--- src/rtl/awc_pkg.sv ---
package awc_pkg;

   // Hardware trigger select codes; the code order fixes which source is used
   typedef enum logic [1:0] {
      TRG_NONE  = 2'd0,
      TRG_FRAME = 2'd1,
      TRG_TIMER = 2'd2,
      TRG_PIN   = 2'd3
   } trig_sel_e;

   localparam int unsigned LO_BYTE_W = 8;

   // Saturating increment helper
   function automatic logic [31:0] sat_next(input logic [31:0] cur,
                                           input logic [31:0] top);
      return (cur >= top) ? top : cur + 32'd1;
   endfunction

endpackage

--- src/rtl/awc_sync.sv ---
module awc_sync #(
   parameter int unsigned STAGES = 2
) (
   input  logic clk_i,
   input  logic rst_ni,
   input  logic d_i,
   output logic q_o
);

   generate
      if (STAGES < 2) begin : g_bad
         $error("awc_sync: STAGES must be at least 2");
      end
   endgenerate

   logic [STAGES-1:0] chain_q;

   always_ff @(posedge clk_i or negedge rst_ni) begin
      if (!rst_ni) chain_q <= '0;
      else         chain_q <= {chain_q[STAGES-2:0], d_i};
   end

   assign q_o = chain_q[STAGES-1];

endmodule

--- src/rtl/awc_toggle_det.sv ---
module awc_toggle_det #(
   parameter int unsigned SYNC_STAGES = 2
) (
   input  logic clk_i,
   input  logic rst_ni,
   input  logic async_i,
   output logic toggle_o
);

   logic synced;
   logic prev_q;

   awc_sync #(.STAGES(SYNC_STAGES)) u_sync (
      .clk_i  (clk_i),
      .rst_ni (rst_ni),
      .d_i    (async_i),
      .q_o    (synced)
   );

   always_ff @(posedge clk_i or negedge rst_ni) begin
      if (!rst_ni) prev_q <= 1'b0;
      else         prev_q <= synced;
   end

   assign toggle_o = synced ^ prev_q;

endmodule

--- src/rtl/awc_trig_sel.sv ---
module awc_trig_sel #(
   parameter int unsigned   NUM_SRC     = 3,
   parameter int unsigned   SEL_W       = 2,
   parameter int unsigned   SYNC_STAGES = 2,
   parameter logic [NUM_SRC-1:0] ASYNC_MASK = '0
) (
   input  logic               clk_i,
   input  logic               rst_ni,
   input  logic [NUM_SRC-1:0] src_i,
   input  logic [SEL_W-1:0]   sel_i,
   input  logic               sw_wr_i,
   output logic               fire_o
);

   generate
      if ((1 << SEL_W) < NUM_SRC + 1) begin : g_bad_sel
         $error("awc_trig_sel: SEL_W too narrow for NUM_SRC");
      end
   endgenerate

   logic [NUM_SRC-1:0] evt;

   // Each source is either a clean synchronous pulse or an async level whose edges count
   for (genvar i = 0; i < NUM_SRC; i++) begin : g_src
      if (ASYNC_MASK[i]) begin : g_async
         awc_toggle_det #(.SYNC_STAGES(SYNC_STAGES)) u_det (
            .clk_i    (clk_i),
            .rst_ni   (rst_ni),
            .async_i  (src_i[i]),
            .toggle_o (evt[i])
         );
      end else begin : g_pulse
         assign evt[i] = src_i[i];
      end
   end

   logic hw_fire;

   always_comb begin
      hw_fire = 1'b0;
      for (int i = 0; i < NUM_SRC; i++) begin
         if (sel_i == SEL_W'(i + 1)) hw_fire = evt[i];
      end
   end

   assign fire_o = hw_fire | sw_wr_i;

endmodule

--- src/rtl/awc_counter.sv ---
module awc_counter #(
   parameter int unsigned CNT_W = 10
) (
   input  logic             clk_i,
   input  logic             rst_ni,
   input  logic             step_i,
   input  logic             fire_i,
   output logic [CNT_W-1:0] cnt_o,
   output logic [CNT_W-1:0] snap_o
);

   localparam logic [CNT_W-1:0] CNT_MAX = {CNT_W{1'b1}};

   logic [CNT_W-1:0] cnt_q, snap_q;

   always_ff @(posedge clk_i or negedge rst_ni) begin
      if (!rst_ni) begin
         cnt_q  <= '0;
         snap_q <= '0;
      end else if (fire_i) begin
         snap_q <= cnt_q;
         cnt_q  <= step_i ? CNT_W'(1) : '0;
      end else if (step_i) begin
         cnt_q  <= CNT_W'(awc_pkg::sat_next(32'(cnt_q), 32'(CNT_MAX)));
      end
   end

   assign cnt_o  = cnt_q;
   assign snap_o = snap_q;

endmodule

--- src/rtl/awc_word_counter.sv ---
module awc_word_counter #(
   parameter int unsigned CNT_W       = 10,
   parameter int unsigned SYNC_STAGES = 2
) (
   input  logic                                clk_i,
   input  logic                                rst_ni,
   input  logic                                ws_i,
   input  logic                                frame_evt_i,
   input  logic                                timer_evt_i,
   input  logic                                pin_i,
   input  logic [1:0]                          trig_sel_i,
   input  logic                                cnt_wr_i,
   output logic [CNT_W-awc_pkg::LO_BYTE_W-1:0] snap_hi_o,
   output logic [awc_pkg::LO_BYTE_W-1:0]       snap_lo_o
);

   localparam int unsigned NUM_SRC = 3;
   localparam int unsigned LO_W    = awc_pkg::LO_BYTE_W;
   localparam int unsigned HI_W    = CNT_W - LO_W;
   // Only the pin source is asynchronous (bit index = select code - 1)
   localparam logic [NUM_SRC-1:0] ASYNC_MASK = 3'b100;

   generate
      if (CNT_W <= LO_W || CNT_W > 16) begin : g_bad_w
         $error("awc_word_counter: CNT_W must be 9..16");
      end
   endgenerate

   logic             ws_edge;
   logic             trig_fire;
   logic [CNT_W-1:0] cnt_q;
   logic [CNT_W-1:0] snap_q;

   awc_toggle_det #(.SYNC_STAGES(SYNC_STAGES)) u_ws_det (
      .clk_i    (clk_i),
      .rst_ni   (rst_ni),
      .async_i  (ws_i),
      .toggle_o (ws_edge)
   );

   awc_trig_sel #(
      .NUM_SRC     (NUM_SRC),
      .SEL_W       (2),
      .SYNC_STAGES (SYNC_STAGES),
      .ASYNC_MASK  (ASYNC_MASK)
   ) u_trig (
      .clk_i   (clk_i),
      .rst_ni  (rst_ni),
      .src_i   ({pin_i, timer_evt_i, frame_evt_i}),
      .sel_i   (trig_sel_i),
      .sw_wr_i (cnt_wr_i),
      .fire_o  (trig_fire)
   );

   awc_counter #(.CNT_W(CNT_W)) u_cnt (
      .clk_i  (clk_i),
      .rst_ni (rst_ni),
      .step_i (ws_edge),
      .fire_i (trig_fire),
      .cnt_o  (cnt_q),
      .snap_o (snap_q)
   );

   assign snap_hi_o = snap_q[CNT_W-1 -: HI_W];
   assign snap_lo_o = snap_q[LO_W-1:0];

endmodule

--- config.mk ---
export PLATFORM = sky130hd
export DESIGN_NAME = awc_word_counter
export DESIGN_NICKNAME = d
export VERILOG_FILES = /design/src/rtl/awc_pkg.sv /design/src/rtl/awc_sync.sv /design/src/rtl/awc_toggle_det.sv /design/src/rtl/awc_trig_sel.sv /design/src/rtl/awc_counter.sv /design/src/rtl/awc_word_counter.sv
export SDC_FILE = /design/constraint.sdc
export NUM_CORES = 1
export LEC_CHECK = 0
export BUFFER_PORTS_ARGS = -buffer_cell sky130_fd_sc_hd__buf_2
export CORE_ASPECT_RATIO = 1.2
export CORE_MARGIN = 2
export CORE_UTILIZATION = 54
export DETAILED_ROUTE_END_ITERATION = 12
export PLACE_DENSITY_LB_ADDON = 0.2
export SLEW_MARGIN = 20
export SYNTH_ARGS = -nofsm -noshare
export SYNTH_HDL_FRONTEND = slang
export SYNTH_HIERARCHICAL = 1
export SYNTH_SLANG_ARGS = --single-unit
--- constraint.sdc ---
create_clock -name clk_i -period 2 [get_ports clk_i]
set_input_delay 0.3 -clock clk_i [delete_from_list [all_inputs] [get_ports clk_i]]
set_output_delay 0.3 -clock clk_i [all_outputs]
set_load 0.005 [all_outputs]
==> summary.md <==
| Metric | Value |
|---|---|
| Commonest cells after routing, fill and taps aside | dfrtp_1, buf_2, mux2_2 |
| Die Ht | approximately 55 µm |
| Fmax | 552 MHz |
| Cell Count, Final, Fillers Out | 142 |
| Antenna violations before repair | 0 |
| Fin Clk Skew | ~0.003 ns |
| Crit path kind | flip-flop to flip-flop |
| Largest net degree at the start of global routing | 27 |
| GPL Wtd Cong | roughly 0.76 |
| First-pass GRT wire length | around 3.3 mm |
| Critical Path Fanout Max | 20 |
| Fin area | 1330 µm² |
| Avg Inst Size Synth | 12.9 µm² |
| Commonest non-fill, non-tap cell in the layout | dfrtp_1 |
| Fin Setup TNS | 0 ns |
| Antenna diodes | 0 |
| Core area | 2070 µm² |
| Critical Path AT | 2.03 ns |
| Buffers plus inverters on the worst setup path | 2 |
| Crit path required time | about 2.2 ns |
| CP Capture Type | flip-flop |
| GRT Total Usage | 17.1% |
| Actual slew at the worst max-slew pin | around 0.55 ns |
| Layout cell share with drive strength beyond 1 | between 30% and 40% |
| Buffers on Ports | 18 |
| Status | finished, final reports clean |
| Seq/Total Area, Yosys | 55.0% |
| Synth area leader | dfrtp_1 |
| Synth warn | 6 |
| # setup viols final | 0 |
| Area contributors post-synth | dfrtp_1, mux2_2, a21oi_1 |
| RSZ-0062 raised after global routing | false |
| Clock Path Buffers | 2 |
| Initial Utilization | between 50% and 60% |
| CP Launch Type | flip-flop |
| Vias | 827 |
| VDD IR max | 0.425 mV |
| Mapped Cells | between 90 and 100 |
| Clock Tree Root | clkbuf_4 |
| Clock Pin Slew Worst Setup and Hold Paths | between 0.1 and 0.15 ns |
| Die Width | ~47 µm |
| Worst hold-check path type | primary input to flip-flop |
| Max cap viols | 0 |
| CP peak stage delay | approximately 0.4 ns |
| Fin. max-slew vios | 0 |
| Synth Register Bits | 26 |
| Count of cell types in the netlist | 32 |
| Final nets | ~120 |
| Grt total ovfl | 0 |
| Register area | ~650 µm² |
| Largest delay share family, worst path | compound AO/OA/AOI/OAI gates |
| Power per cell area | about 700 nW/µm² |
| # H-tree levels | 1 |
| Cell Chain, Critical Path | xor2_1, mux2_1, a221o_1, buf_4, inv_1, and3_1, a21oi_1 |
| Rows | 18 |
| Fill cells | 167 |
| P&R area growth vs syn | 12.6% |
| Remaining DRCs | 0 |
| Clk Latency, worst-skew pair | 0.31 ns |
| CTS resizes | 0 |
| CTS tree | built |
| DRT Pass-1 Iters | 4 |
| WL final | around 2 mm |
| Leakage | between 0.0006 and 0.0007 µW |
| Clock Sinks | 26 |
| Placement Cell Area | about 1300 µm² |
| CP max stage cell | dfrtp_1 |
| Vias in the first global route | 814 |
| Share of the synthesized area in the top cell type | 55.0% |
| DR vias/cell | 5.82 |
| IO Pins | 19 |
| Detail Placement HPWL | around 1.4 mm |
| Drt wl/cell | 14.1 µm |
| Die ar. | between 2000 and 3000 µm² |
| Final hold vios | 0 |
| Post-Syn Nets | ~100 |
| Final ANT Viol Nets | 0 |
| Post-Place Cells | around 140 |
| Multi-input gate area | roughly 470 µm² |
| Cts bufs inserted | 3 |
| Relative slew slack | about 63% |
| Period utilization | 90.6% |
| DR iter-0 viols | 17 |
| Final Critical Period | roughly 1.8 ns |
| Post-Syn Area | about 1200 µm² |
-- state kept, by name (all words and copies together), names as in the netlist --
signal / cells
u_cnt/cnt_o: 10
u_cnt/snap_o: 10
u_trig/g_src.g_async.u_det/prev_q: 1
u_trig/g_src.g_async.u_det/u_sync/chain_q: 2
u_ws_det/prev_q: 1
u_ws_det/u_sync/chain_q: 2
-- final timing paths --
check                                                                     startpoint                                                         to  slack (ns)  cells past startpoint
setup / recovery                      u_trig/g_src[2].g_async.u_det/prev_q$_DFF_PN0_                                 u_cnt/cnt_o[0]$_DFFE_PN0P_        0.19                      7
hold / removal                                                                  ws_i                       u_ws_det/u_sync/chain_q[0]$_DFF_PN0_        0.09                      1
setup reg to reg                      u_trig/g_src[2].g_async.u_det/prev_q$_DFF_PN0_                                 u_cnt/cnt_o[0]$_DFFE_PN0P_        0.19                      7
hold reg to reg            u_trig/g_src[2].g_async.u_det/u_sync/chain_q[0]$_DFF_PN0_  u_trig/g_src[2].g_async.u_det/u_sync/chain_q[1]$_DFF_PN0_        0.37                      0
max in group asynchronous                                                     rst_ni                                u_cnt/snap_o[5]$_DFFE_PN0P_        1.13                      2
min in group asynchronous                                                     rst_ni                                 u_cnt/cnt_o[4]$_DFFE_PN0P_        0.51                      2
-- Yosys cell counts --
cell type / n
a21oi_1: 6
nand2_1: 1
a311oi_1: 3
nand2b_1: 1
dfrtp_1: 26
a41oi_4: 1
o31a_1: 1
buf_4: 1
ha_1: 1
a41oi_1: 1
xor2_1: 3
nor3_1: 4
and4b_2: 1
nand4_1: 4
a311oi_2: 2
and4_1: 1
nor2_1: 1
nand3_1: 2
a31oi_1: 2
buf_6: 2
nand3_2: 1
inv_1: 5
a211oi_1: 1
and2_1: 1
and3_1: 3
nor2b_2: 1
a221o_1: 1
mux2_1: 1
nor4_1: 1
and4_2: 1
mux2_2: 10
buf_2: 2
-- kinds of logic after synthesis --
group | after synthesis | synth area share [%]
flip-flops | 26 | 55.0
AND/OR/NAND/NOR | 23 | 12.6
AO/OA/AOI/OAI | 18 | 13.7
multiplexers | 11 | 10.5
buffers and inverters | 10 | 4.97
XOR/XNOR | 3 | 2.22
adder cells (fa/ha/maj) | 1 | 1.06
-- power breakdown --
part           switching (µW)  internal [µW]
logic                    49.9           41.4
clock network             147            111
registers                15.6            545
total                     212            698
-- routing by layer --
layer  share of wire [%]  track usage (%)  vias to the layer above
li1                    -                -                      389
met1                  44             22.7                      416
met2                  51             27.0                       20
met3                 3.7             3.27                        2
met4                0.65             6.35                        0
met5                   0                0                        -
-- layout make-up --
| cell class | count | share of cell area (%) |
|---|---|---|
| clock buffer | 4 | 2.73 |
| inverter | 5 | 1.41 |
| multi-input combinational | 56 | 35.5 |
| sequential | 26 | 48.9 |
| tap | 30 | 2.82 |
| timing repair buffer | 21 | 8.65 |
-- worst reg2reg max path, delay by kind of cell, from the launching register on --
family                 cells  cell delay (ns)
buffers and inverters      2             0.31
multiplexers               1             0.29
XOR/XNOR                   1             0.16
flip-flops                 1             0.40
AND/OR/NAND/NOR            1             0.14
AO/OA/AOI/OAI              2             0.41
-- timing repair --
action / in CTS / in global routing
hold endpoints to repair: 26 / 0
setup buffers: 0 / 0
hold buffers: 1 / 0
-- through the flow --
stage	setup slack, ns	power (µW)	hold WS, ns	utilization, %
2_1_floorplan	0.283	624	0.00441	-
3_3_place_gp	0.247	660	0.319	62.0
3_5_place_dp	0.210	662	0.326	62.0
4_1_cts	0.184	921	0.0757	64.3
5_1_grt	0.0921	956	0.0461	64.3
6_report	0.187	910	0.0865	64.3
Power figures use the tool's default switching activity.
